**config.mk**
```make
export PLATFORM = sky130hd
export DESIGN_NAME = boot_rst_seq
export DESIGN_NICKNAME = d
export VERILOG_FILES = /design/src/rtl/boot_rst_pkg.sv /design/src/rtl/boot_por_qual.sv /design/src/rtl/boot_crc32_byte.sv /design/src/rtl/boot_cfg_fetch.sv /design/src/rtl/boot_seq_fsm.sv /design/src/rtl/boot_rst_seq.sv
export SDC_FILE = /design/constraint.sdc
export NUM_CORES = 1
export LEC_CHECK = 0
export BUFFER_PORTS_ARGS = -buffer_cell sky130_fd_sc_hd__buf_2
export CAP_MARGIN = 0
export CORE_AREA = 2 2 219 221
export DETAILED_ROUTE_END_ITERATION = 8
export DIE_AREA = 0 0 221 223
export PLACE_DENSITY = 0.87
export SETUP_SLACK_MARGIN = 0.1
export SYNTH_ARGS = -nofsm -noshare
export SYNTH_HDL_FRONTEND = slang
export SYNTH_HIERARCHICAL = 1
export SYNTH_SLANG_ARGS = --single-unit
```
**constraint.sdc**
```tcl
create_clock -name clk -period 3.9 [get_ports clk]
set_clock_uncertainty 0.2 [all_clocks]
set_input_delay 0.195 -clock clk [delete_from_list [all_inputs] [get_ports clk]]
set_output_delay 0.195 -clock clk [all_outputs]
set_load 0.005 [all_outputs]
```
**src/rtl/boot_rst_pkg.sv**
```systemverilog
// Shared types and constants for the boot configuration reset sequencer.
// Assumes byte-serial boot memory and a 32-bit CRC transmitted MSB first.
package boot_rst_pkg;

    typedef enum logic [2:0] {
        ST_IDLE,
        ST_POR_WAIT,
        ST_RCW_LOAD,
        ST_RCW_CHECK,
        ST_PBI_RUN,
        ST_SYSTEM_READY,
        ST_ERROR_HALT
    } seq_state_t;

    localparam logic [7:0] ERR_NONE     = 8'h00;
    localparam logic [7:0] ERR_PREAMBLE = 8'h70;
    localparam logic [7:0] ERR_READ     = 8'h71;
    localparam logic [7:0] ERR_CRC      = 8'h72;
    localparam logic [7:0] ERR_CMD      = 8'h79;

    localparam logic [31:0] CRC_POLY = 32'h04C1_1DB7;
    localparam logic [31:0] CRC_INIT = 32'hFFFF_FFFF;

    localparam int PRE_BYTES = 4;
    localparam int CRC_BYTES = 4;

endpackage

```
**src/rtl/boot_por_qual.sv**
```systemverilog
// Power-on reset qualifier. Counts consecutive edges with por_n low and
// saturates at MIN_CYCLES. Assumes por_n is already synchronised to clk.
// por_armed: still low after a full-length pulse. por_release: first high
// edge after a full-length pulse. Shorter pulses raise neither.
module boot_por_qual #(
    parameter int MIN_CYCLES = 50000
) (
    input  logic clk,
    input  logic rst_n,
    input  logic por_n,
    output logic por_armed,
    output logic por_release
);
    localparam int CW = $clog2(MIN_CYCLES + 1);
    localparam logic [CW-1:0] LIMIT = CW'(MIN_CYCLES);

    logic [CW-1:0] low_cnt_q;

    // Count low edges, saturate at the limit, clear when por_n is high.
    always_ff @(posedge clk) begin
        if (!rst_n) begin
            low_cnt_q <= '0;
        end else if (!por_n) begin
            if (low_cnt_q != LIMIT) begin
                low_cnt_q <= low_cnt_q + 1'b1;
            end
        end else begin
            low_cnt_q <= '0;
        end
    end

    assign por_armed   = !por_n && (low_cnt_q == LIMIT);
    assign por_release =  por_n && (low_cnt_q == LIMIT);

endmodule

```
**src/rtl/boot_crc32_byte.sv**
```systemverilog
// Byte-wide CRC-32 accumulator: polynomial 0x04C11DB7, initial value all
// ones, data MSB first, no final inversion. clr has priority over en.
module boot_crc32_byte
    import boot_rst_pkg::*;
(
    input  logic        clk,
    input  logic        rst_n,
    input  logic        clr,
    input  logic        en,
    input  logic [7:0]  din,
    output logic [31:0] crc
);
    logic [31:0] crc_q;
    logic [31:0] crc_d;
    logic        fb;

    // Eight serial LFSR steps folded into one combinational update.
    always_comb begin
        crc_d = crc_q;
        fb    = 1'b0;
        for (int i = 7; i >= 0; i--) begin
            fb    = crc_d[31] ^ din[i];
            crc_d = {crc_d[30:0], 1'b0} ^ (fb ? CRC_POLY : 32'h0);
        end
    end

    // Hold, clear or advance the running remainder.
    always_ff @(posedge clk) begin
        if (!rst_n || clr) begin
            crc_q <= CRC_INIT;
        end else if (en) begin
            crc_q <= crc_d;
        end
    end

    assign crc = crc_q;

endmodule

```
**src/rtl/boot_cfg_fetch.sv**
```systemverilog
// Boot image datapath: byte address counter, preamble shifter,
// configuration word capture, CRC accumulation and received CRC.
// Assumes the image layout preamble / config word / CRC, each MSB first.
module boot_cfg_fetch
    import boot_rst_pkg::*;
#(
    parameter int          CFG_BITS = 512,
    parameter logic [31:0] PREAMBLE = 32'hA55A_C33C,
    parameter int          ADDR_W   = 16
) (
    input  logic                clk,
    input  logic                rst_n,
    input  logic                start,
    input  logic                take,
    input  logic [7:0]          din,
    output logic [ADDR_W-1:0]   rd_addr,
    output logic                pre_last,
    output logic                pre_ok,
    output logic                last_byte,
    output logic                crc_good,
    output logic [CFG_BITS-1:0] cfg_word
);
    localparam int CFG_BYTES = CFG_BITS / 8;
    localparam int TOTAL     = PRE_BYTES + CFG_BYTES + CRC_BYTES;
    localparam int CW        = $clog2(TOTAL + 1);
    localparam logic [CW-1:0] CFG_FIRST = CW'(PRE_BYTES);
    localparam logic [CW-1:0] CRC_FIRST = CW'(PRE_BYTES + CFG_BYTES);
    localparam logic [CW-1:0] PRE_END   = CW'(PRE_BYTES - 1);
    localparam logic [CW-1:0] LAST_IDX  = CW'(TOTAL - 1);

    logic [CW-1:0]       idx_q;
    logic [23:0]         pre_q;
    logic [31:0]         crc_rx_q;
    logic [CFG_BITS-1:0] cfg_q;
    logic [31:0]         crc_calc;
    logic                in_pre;
    logic                in_cfg;

    assign in_pre = idx_q < CFG_FIRST;
    assign in_cfg = (idx_q >= CFG_FIRST) && (idx_q < CRC_FIRST);

    // Byte index doubles as the read address.
    always_ff @(posedge clk) begin
        if (!rst_n || start) begin
            idx_q <= '0;
        end else if (take && idx_q != LAST_IDX) begin
            idx_q <= idx_q + 1'b1;
        end
    end

    // Route each accepted byte into the field that owns its index.
    always_ff @(posedge clk) begin
        if (!rst_n) begin
            pre_q    <= '0;
            crc_rx_q <= '0;
            cfg_q    <= '0;
        end else if (take && !start) begin
            if (in_pre) begin
                pre_q <= {pre_q[15:0], din};
            end else if (in_cfg) begin
                cfg_q <= {cfg_q[CFG_BITS-9:0], din};
            end else begin
                crc_rx_q <= {crc_rx_q[23:0], din};
            end
        end
    end

    boot_crc32_byte u_crc (
        .clk   (clk),
        .rst_n (rst_n),
        .clr   (start),
        .en    (take && in_cfg),
        .din   (din),
        .crc   (crc_calc)
    );

    generate
        if (ADDR_W > CW) begin : g_addr_pad
            assign rd_addr = {{(ADDR_W - CW){1'b0}}, idx_q};
        end else begin : g_addr_trim
            assign rd_addr = idx_q[ADDR_W-1:0];
        end
    endgenerate

    assign pre_last  = idx_q == PRE_END;
    assign pre_ok    = {pre_q, din} == PREAMBLE;
    assign last_byte = idx_q == LAST_IDX;
    assign crc_good  = crc_rx_q == crc_calc;
    assign cfg_word  = cfg_q;

endmodule

```
**src/rtl/boot_seq_fsm.sv**
```systemverilog
// Reset sequencing state machine. Power-on reset events override every
// state. All control outputs are registered from the next state, so they
// change on the same edge as the state.
module boot_seq_fsm
    import boot_rst_pkg::*;
(
    input  logic       clk,
    input  logic       rst_n,
    input  logic       por_armed,
    input  logic       por_release,
    input  logic       rd_ack,
    input  logic       rd_err,
    input  logic       pre_last,
    input  logic       pre_ok,
    input  logic       last_byte,
    input  logic       crc_good,
    input  logic       cmd_done,
    input  logic       cmd_err,
    output logic       load_start,
    output logic       take,
    output logic       rd_req,
    output logic       cmd_run,
    output logic       hreset_n,
    output logic       rstreq_n,
    output logic       not_ready,
    output logic [7:0] err_code
);
    seq_state_t state_q, state_d;
    logic [7:0] err_q, err_d;
    logic       rdreq_q, cmdrun_q, hreset_q, rstreq_q, notready_q;

    assign take = rdreq_q && rd_ack;

    // Next state and next error code.
    always_comb begin
        state_d    = state_q;
        err_d      = err_q;
        load_start = 1'b0;
        if (por_release) begin
            state_d    = ST_RCW_LOAD;
            err_d      = ERR_NONE;
            load_start = 1'b1;
        end else if (por_armed) begin
            state_d = ST_POR_WAIT;
            err_d   = ERR_NONE;
        end else begin
            unique case (state_q)
                ST_RCW_LOAD: begin
                    if (take) begin
                        if (rd_err) begin
                            state_d = ST_ERROR_HALT;
                            err_d   = ERR_READ;
                        end else if (pre_last && !pre_ok) begin
                            state_d = ST_ERROR_HALT;
                            err_d   = ERR_PREAMBLE;
                        end else if (last_byte) begin
                            state_d = ST_RCW_CHECK;
                        end
                    end
                end
                ST_RCW_CHECK: begin
                    if (crc_good) begin
                        state_d = ST_PBI_RUN;
                    end else begin
                        state_d = ST_ERROR_HALT;
                        err_d   = ERR_CRC;
                    end
                end
                ST_PBI_RUN: begin
                    if (cmd_err) begin
                        state_d = ST_ERROR_HALT;
                        err_d   = ERR_CMD;
                    end else if (cmd_done) begin
                        state_d = ST_SYSTEM_READY;
                    end
                end
                default: begin
                    state_d = state_q;
                end
            endcase
        end
    end

    // State, error code and registered output decode.
    always_ff @(posedge clk) begin
        if (!rst_n) begin
            state_q    <= ST_IDLE;
            err_q      <= ERR_NONE;
            rdreq_q    <= 1'b0;
            cmdrun_q   <= 1'b0;
            hreset_q   <= 1'b0;
            rstreq_q   <= 1'b1;
            notready_q <= 1'b1;
        end else begin
            state_q    <= state_d;
            err_q      <= err_d;
            rdreq_q    <= state_d == ST_RCW_LOAD;
            cmdrun_q   <= state_d == ST_PBI_RUN;
            hreset_q   <= (state_d == ST_PBI_RUN) || (state_d == ST_SYSTEM_READY)
                       || ((state_d == ST_ERROR_HALT) && hreset_q);
            rstreq_q   <= state_d != ST_ERROR_HALT;
            notready_q <= state_d != ST_SYSTEM_READY;
        end
    end

    assign rd_req    = rdreq_q;
    assign cmd_run   = cmdrun_q;
    assign hreset_n  = hreset_q;
    assign rstreq_n  = rstreq_q;
    assign not_ready = notready_q;
    assign err_code  = err_q;

endmodule

```
**src/rtl/boot_rst_seq.sv**
```systemverilog
// Boot configuration reset sequencer top. Joins the power-on reset
// qualifier, the boot image datapath and the sequencing state machine.
// Assumes por_n, rd_* and cmd_* are synchronous to clk.
module boot_rst_seq
    import boot_rst_pkg::*;
#(
    parameter int          CFG_BITS       = 512,
    parameter logic [31:0] PREAMBLE       = 32'hA55A_C33C,
    parameter int          POR_MIN_CYCLES = 50000,
    parameter int          ADDR_W         = 16
) (
    input  logic                clk,
    input  logic                rst_n,
    input  logic                por_n,
    output logic                rd_req,
    output logic [ADDR_W-1:0]   rd_addr,
    input  logic                rd_ack,
    input  logic [7:0]          rd_data,
    input  logic                rd_err,
    output logic                cmd_run,
    input  logic                cmd_done,
    input  logic                cmd_err,
    output logic                hreset_n,
    output logic                rstreq_n,
    output logic                not_ready,
    output logic [7:0]          err_code,
    output logic [CFG_BITS-1:0] cfg_word
);
    logic por_armed, por_release;
    logic load_start, take;
    logic pre_last, pre_ok, last_byte, crc_good;

    boot_por_qual #(
        .MIN_CYCLES (POR_MIN_CYCLES)
    ) u_por (
        .clk         (clk),
        .rst_n       (rst_n),
        .por_n       (por_n),
        .por_armed   (por_armed),
        .por_release (por_release)
    );

    boot_cfg_fetch #(
        .CFG_BITS (CFG_BITS),
        .PREAMBLE (PREAMBLE),
        .ADDR_W   (ADDR_W)
    ) u_fetch (
        .clk       (clk),
        .rst_n     (rst_n),
        .start     (load_start),
        .take      (take),
        .din       (rd_data),
        .rd_addr   (rd_addr),
        .pre_last  (pre_last),
        .pre_ok    (pre_ok),
        .last_byte (last_byte),
        .crc_good  (crc_good),
        .cfg_word  (cfg_word)
    );

    boot_seq_fsm u_fsm (
        .clk         (clk),
        .rst_n       (rst_n),
        .por_armed   (por_armed),
        .por_release (por_release),
        .rd_ack      (rd_ack),
        .rd_err      (rd_err),
        .pre_last    (pre_last),
        .pre_ok      (pre_ok),
        .last_byte   (last_byte),
        .crc_good    (crc_good),
        .cmd_done    (cmd_done),
        .cmd_err     (cmd_err),
        .load_start  (load_start),
        .take        (take),
        .rd_req      (rd_req),
        .cmd_run     (cmd_run),
        .hreset_n    (hreset_n),
        .rstreq_n    (rstreq_n),
        .not_ready   (not_ready),
        .err_code    (err_code)
    );

endmodule

```
==> out/metrics.cfg, run 1 <==
[setup_path]
cp-start-kind=register
critPathCaptureType=register
cp.required_ns=4.23
path_class=register to register
critPathMaxFanout=32
reg2reg_setup_slack_ns=0.31
critPathArrivalTime_ns=3.92

[drt]
antenna_left=0
wl_per_cell_um=17.1
vias_per_cell=5.49
via_count=22121
first_iter_violations=2101
finalWirelength_mm=68.9
drc=0
firstDrtPassIters=6

[floorplanning]
die_h_um=223
start_util=0.531
die-width_um=221
die_area_mm2=0.0493
core-area_mm2=0.0471
ioPinCount=556
std_cell_rows=80

[timing]
holdWs_ns=0.204
max_freq_mhz=278
setup_tns_ns=0
rsz0062_at_grt=no
tightest_slew_ns=1.01
finalMaxSlewViolations=0
maxSlewHeadroom=0.327
hold_viol_final=0
fin_crit_sh=0.921
layout_min_cycle_time_ns=3.59
setup_viol=0

[global_routing]
met2_usage=0.432
grt_pass1_vias=19637
grt_start_max_net_pins=241
globalRouteTotalUtil=0.265
grt-ovfl-total=0
grt_first_pass_wirelength_mm=106
grtUsageMet3=0.0632
antenna_found_initial=2
grt.busiest_layer=met2
grtUsageMet1=0.331

[cts]
clockBufferDepth=3
postCtsHoldBufs=15
clk_pin_slew_ns=0.06
cts-root-buf=clkbuf_16
cts_resized=0
htree_levels=3
clk_latency_ns=0.60
clock_sinks=635
cts_tree=yes
postCtsSetupBuffers=0
cts_buffers=66

[outcome]
status=finished clean

[synth]
synth-edff-count=0
syn-cell-area_mm2=0.0250
dominantRegCellSynth=dfxtp_1
ys_seq_elements=635
synthCells=2967
synth_compound_area_frac=0.136
async_reset_ff_frac=0
synth_seq_area_share=0.508
avgSynthCellArea_um2=8.44
synth_simple_gate_area_frac=0.232
synth_fa_ha_area_frac=0.00200
synth_cell_types=68
synthXorXnorAreaFrac=0.0572
synth_top_family_by_area=simple AND/OR/NAND/NOR gates
muxShareOfSynthArea=0.00450
yosysWarnings=6

[min_path]
hold_path_class=input port to register

[finish]
most-common-layout-cells=635 x dfxtp_1, 616 x nand2_1, 543 x buf_2, 543 x nand3_1, 333 x o21ai_0
drive_gt1_frac=0.206
diodes=0
areaGrowthSynthToFinish_pct=19.2
post-route-cell-area_mm2=0.0298
nNetsFinal=3382
final_util=0.633
layout_commonest_cell=dfxtp_1

[placement]
place.gp.congestion=0.881
portBuffers=544
place_hpwl_mm=46.5
place_area_mm2=0.0276

[pwr]
p_leak_nw=11.7
max-vdd-ir-drop_uv=451
power_density_mw_per_mm2=439

[run]
drv_cap=0

[kinds of logic after synthesis]
| group | count (synthesis) |
|---|---|
| AOI/OAI and AO/OA | 644 |
| xor gates and xnor gates | 108 |
| adders and majority gates | 4 |
| buffers and inverters | 288 |
| DFF | 635 |
| muxes | 10 |
| other | 2 |
| and+or+nand+nor | 1276 |
[state kept, by name, indices dropped and copies added (netlist names)]
| register | count |
|---|---|
| u_fsm/cmd_run | 1 |
| u_fsm/rstreq_n | 1 |
| u_fsm/state_q | 3 |
| u_fetch/pre_q | 24 |
| u_fsm/err_code | 4 |
| u_fetch/cfg_word | 512 |
| u_fetch/crc_rx_q | 32 |
| u_fetch/u_crc/crc | 32 |
| u_fetch/idx_q | 7 |
| u_fsm/rd_req | 1 |
| u_fsm/hreset_n | 1 |
| u_fsm/not_ready | 1 |
| u_por/low_cnt_q | 16 |
[power breakdown]
part,total [mW],switching [mW],internal (mW),leakage (nW)
clock network,6.13,2.53,3.60,1.03
logic,0.454,0.293,0.161,5.59
registers,6.51,0.0114,6.49,5.11
[final timing paths]
check,startpoint,endpoint,cells past startpoint
setup / recovery,u_por/low_cnt_q[2]$_SDFFE_PP0P_,u_fetch/crc_rx_q[0]$_SDFFE_PN0P_,9
hold / removal,cmd_done,u_fsm/rd_req$_SDFF_PN0_,5
setup reg to reg,u_por/low_cnt_q[2]$_SDFFE_PP0P_,u_fetch/crc_rx_q[0]$_SDFFE_PN0P_,9
hold reg to reg,u_fetch/cfg_word[174]$_SDFFE_PN0P_,u_fetch/cfg_word[182]$_SDFFE_PN0P_,2
[per-layer routing]
metal	up-vias	share of wire
met5	-	0
met4	0	0.045
li1	10895	-
met1	10134	0.41
met3	171	0.080
met2	921	0.47
[cell type report]
type / instances / area, um2
fillers: 3731 / 17300
flip-flops and latches: 635 / 12700
multi-input cells: 2053 / 10800
repair buffers: 596 / 3360
clock buffers: 102 / 2000
well taps: 615 / 769
clock inverters: 14 / 110
inverters: 11 / 41.3
[worst max-delay path: stages (launching register included)]
cell and delay (ns):
dfxtp_1 0.37, or4_4 0.56, nor4_4 0.35, and2_1 0.44, and3b_1 0.28, nand2_1 0.08
buf_4 0.36, nand2_1 0.13, a21boi_0 0.19, dlygate4sd3_1 0.56
[metrics by stage]
| step | instances | total power, mW | setup slack, ns |
|---|---|---|---|
| 2_1_floorplan | 2976 | 7.00 | 0.835 |
| 3_3_place_gp | 3895 | 7.07 | 0.560 |
| 3_5_place_dp | 3895 | 7.08 | 0.402 |
| 4_1_cts | 4026 | 13.2 | 0.363 |
| 5_1_grt | 4026 | 13.5 | 0.131 |
| 6_report | 4026 | 13.1 | 0.308 |
[Yosys cell counts, types with 3 or more instances]
master,instances,area share
xnor2_4,6,0.0066
buf_6,46,0.021
xnor2_2,5,0.0032
a21oi_1,24,0.0048
or4_1,4,0.0012
nand4_1,9,0.0022
and2_1,5,0.0012
nor3_1,6,0.0012
buf_4,22,0.0066
o21ai_1,222,0.044
nor3b_1,4,0.0012
inv_1,10,0.0015
xor2_1,49,0.017
or3_1,4,0.0010
mux2i_1,9,0.0036
nand3_1,543,0.11
nor2b_1,6,0.0015
buf_2,9,0.0018
o31ai_1,3,0.00090
nand3b_1,3,0.00090
and3_1,3,0.00075
o211ai_1,16,0.0048
ha_1,4,0.0020
buf_1,7,0.0010
nand2_1,616,0.092
clkbuf_1,193,0.029
nand2b_1,11,0.0027
dfxtp_1,635,0.51
nor4_1,13,0.0032
xnor3_1,18,0.016
o21ai_0,333,0.067
xnor2_1,24,0.0084
nor4bb_1,6,0.0024
a21boi_0,33,0.0099
nor2_1,25,0.0037
(Power assumes the default switching activity.)
==> run 2: changes to the inputs <==
--- a/config.mk
+++ b/config.mk
@@ -5,12 +5,12 @@
 export SDC_FILE = /design/constraint.sdc
 export NUM_CORES = 1
 export LEC_CHECK = 0
-export BUFFER_PORTS_ARGS = -buffer_cell sky130_fd_sc_hd__buf_2
 export CAP_MARGIN = 0
-export CORE_AREA = 2 2 219 221
+export CORE_AREA = 2 2 214 216
 export DETAILED_ROUTE_END_ITERATION = 8
-export DIE_AREA = 0 0 221 223
-export PLACE_DENSITY = 0.87
+export DIE_AREA = 0 0 216 218
+export DONT_BUFFER_PORTS = 1
+export PLACE_DENSITY = 0.79
 export SETUP_SLACK_MARGIN = 0.1
 export SYNTH_ARGS = -nofsm -noshare
 export SYNTH_HDL_FRONTEND = slang
==> out/metrics.cfg, run 2 <==
[outcome]
firstError=[ERROR RSZ-0060] Max buffer count reached.
stop_stage=clock tree synthesis (4_1_cts)
status=stopped before the end

[floorplanning]
std_cell_rows=78  ; -2.5%
die-width_um=216  ; -2.3%
start_util=0.558  ; +0.0267
ioPinCount=556  ; unchanged
die_h_um=218  ; -2.2%

[cts]
cts-root-buf=clkbuf_16
postCtsSetupBuffers=0  ; unchanged
postCtsHoldBufs=689  ; +674
htree_levels=2  ; -1
cts_resized=0  ; unchanged
clockBufferDepth=3  ; unchanged
clock_sinks=635  ; unchanged
cts_buffers=61  ; -7.6%

[synth]
yosysWarnings=6  ; unchanged
synth_top_area_share=0.508  ; unchanged
synth_cell_types=68  ; unchanged
async_reset_ff_frac=0  ; unchanged
ys_top_cells_by_count=635 x dfxtp_1, 616 x nand2_1, 543 x nand3_1
synthCells=2967  ; unchanged
syn-cell-area_mm2=0.0250  ; unchanged
synth.largest_area_cell=dfxtp_1
yosysMostFrequentCell=dfxtp_1
ys_seq_elements=635  ; unchanged
synth_seq_area_share=0.508  ; unchanged
synth-edff-count=0  ; unchanged
synthTopCellsByArea=dfxtp_1 51%, nand3_1 11%, nand2_1 9.2%
avgSynthCellArea_um2=8.44  ; unchanged
dominantRegCellSynth=dfxtp_1

[placement]
place.gp.congestion=0.873  ; -0.90%
portBuffers=0  ; -100%
dp_cells=3325  ; -15%
place_hpwl_mm=43.4  ; -6.7%

run 2: logic make-up after synthesis:
logic type	after synthesis	share of synthesized area
buffers and inverters	288	0.0607
and+or+nand+nor	1276	0.232
AOI/OAI and AO/OA	644	0.136
DFF	635	0.508
muxes	10	0.00450
other	2	0.000300
adders and majority gates	4	0.00200
xor gates and xnor gates	108	0.0572
run 2: metrics by stage:
step	setup WS, ns	area [um2]
after floorplan	0.835	25100
after global placement	0.634	24700
after detailed placement	0.569	24700
==> run 3: changes to the inputs <==
--- a/config.mk
+++ b/config.mk
@@ -6,12 +6,11 @@
 export NUM_CORES = 1
 export LEC_CHECK = 0
 export CAP_MARGIN = 0
-export CORE_AREA = 2 2 214 216
+export CORE_AREA = 2 2 254 256
 export DETAILED_ROUTE_END_ITERATION = 8
-export DIE_AREA = 0 0 216 218
+export DIE_AREA = 0 0 256 258
 export DONT_BUFFER_PORTS = 1
-export PLACE_DENSITY = 0.79
-export SETUP_SLACK_MARGIN = 0.1
+export PLACE_DENSITY_LB_ADDON = 0.15
 export SYNTH_ARGS = -nofsm -noshare
 export SYNTH_HDL_FRONTEND = slang
 export SYNTH_HIERARCHICAL = 1
==> out/metrics.cfg, run 3 <==
[outcome]
status=stopped before the end
stop_stage=clock tree synthesis (4_1_cts)
firstError=[ERROR RSZ-0060] Max buffer count reached.

[floorplanning]
die-width_um=256  ; +19%
start_util=0.394  ; -0.164
std_cell_rows=93  ; +19%
die_h_um=258  ; +18%
ioPinCount=556  ; unchanged

[synth]
syn-cell-area_mm2=0.0250  ; unchanged
synth_cell_types=68  ; unchanged
synth_fa_ha_area_frac=0.00200  ; unchanged
synthTopCellsByArea=dfxtp_1 51%, nand3_1 11%, nand2_1 9.2%
ys_top_cells_by_count=635 x dfxtp_1, 616 x nand2_1, 543 x nand3_1
synth_compound_area_frac=0.136  ; unchanged
synthCells=2967  ; unchanged
synth_simple_gate_area_frac=0.232  ; unchanged
yosysMostFrequentCell=dfxtp_1
synth-edff-count=0  ; unchanged
synth.largest_area_cell=dfxtp_1
synth_top_family_by_area=simple AND/OR/NAND/NOR gates
ys_seq_elements=635  ; unchanged
avgSynthCellArea_um2=8.44  ; unchanged
synth_seq_area_share=0.508  ; unchanged
async_reset_ff_frac=0  ; unchanged
yosysWarnings=6  ; unchanged
dominantRegCellSynth=dfxtp_1
muxShareOfSynthArea=0.00450  ; unchanged
synthXorXnorAreaFrac=0.0572  ; unchanged
synth_top_area_share=0.508  ; unchanged

[cts]
htree_levels=3  ; +1
cts_buffers=72  ; +18%
cts-root-buf=clkbuf_16
clock_sinks=635  ; unchanged
clockBufferDepth=3  ; unchanged
postCtsHoldBufs=743  ; +7.8%
cts_resized=0  ; unchanged
postCtsSetupBuffers=0  ; unchanged

[placement]
place.gp.congestion=0.845  ; -3.2%
dp_slack_ns=0.482  ; -0.0863 ns
portBuffers=0  ; unchanged
place_hpwl_mm=46.8  ; +8.0%

run 3: cell counts after synthesis:
Identical to the previous run, type by type.
run 3: kinds of logic after synthesis:
group / after synthesis
AND/OR/NAND/NOR: 1276
AO/OA/AOI/OAI: 644
flip-flops: 635
buffers and inverters: 288
XOR/XNOR: 108
multiplexers: 10
adder cells (fa/ha/maj): 4
other: 2
run 3: metrics by stage:
stage | utilization | instance area (um2) | cells
2_1_floorplan | - | 25100 | 2976
3_3_place_gp | 0.393 | 25000 | 3583
3_5_place_dp | 0.393 | 25000 | 3583
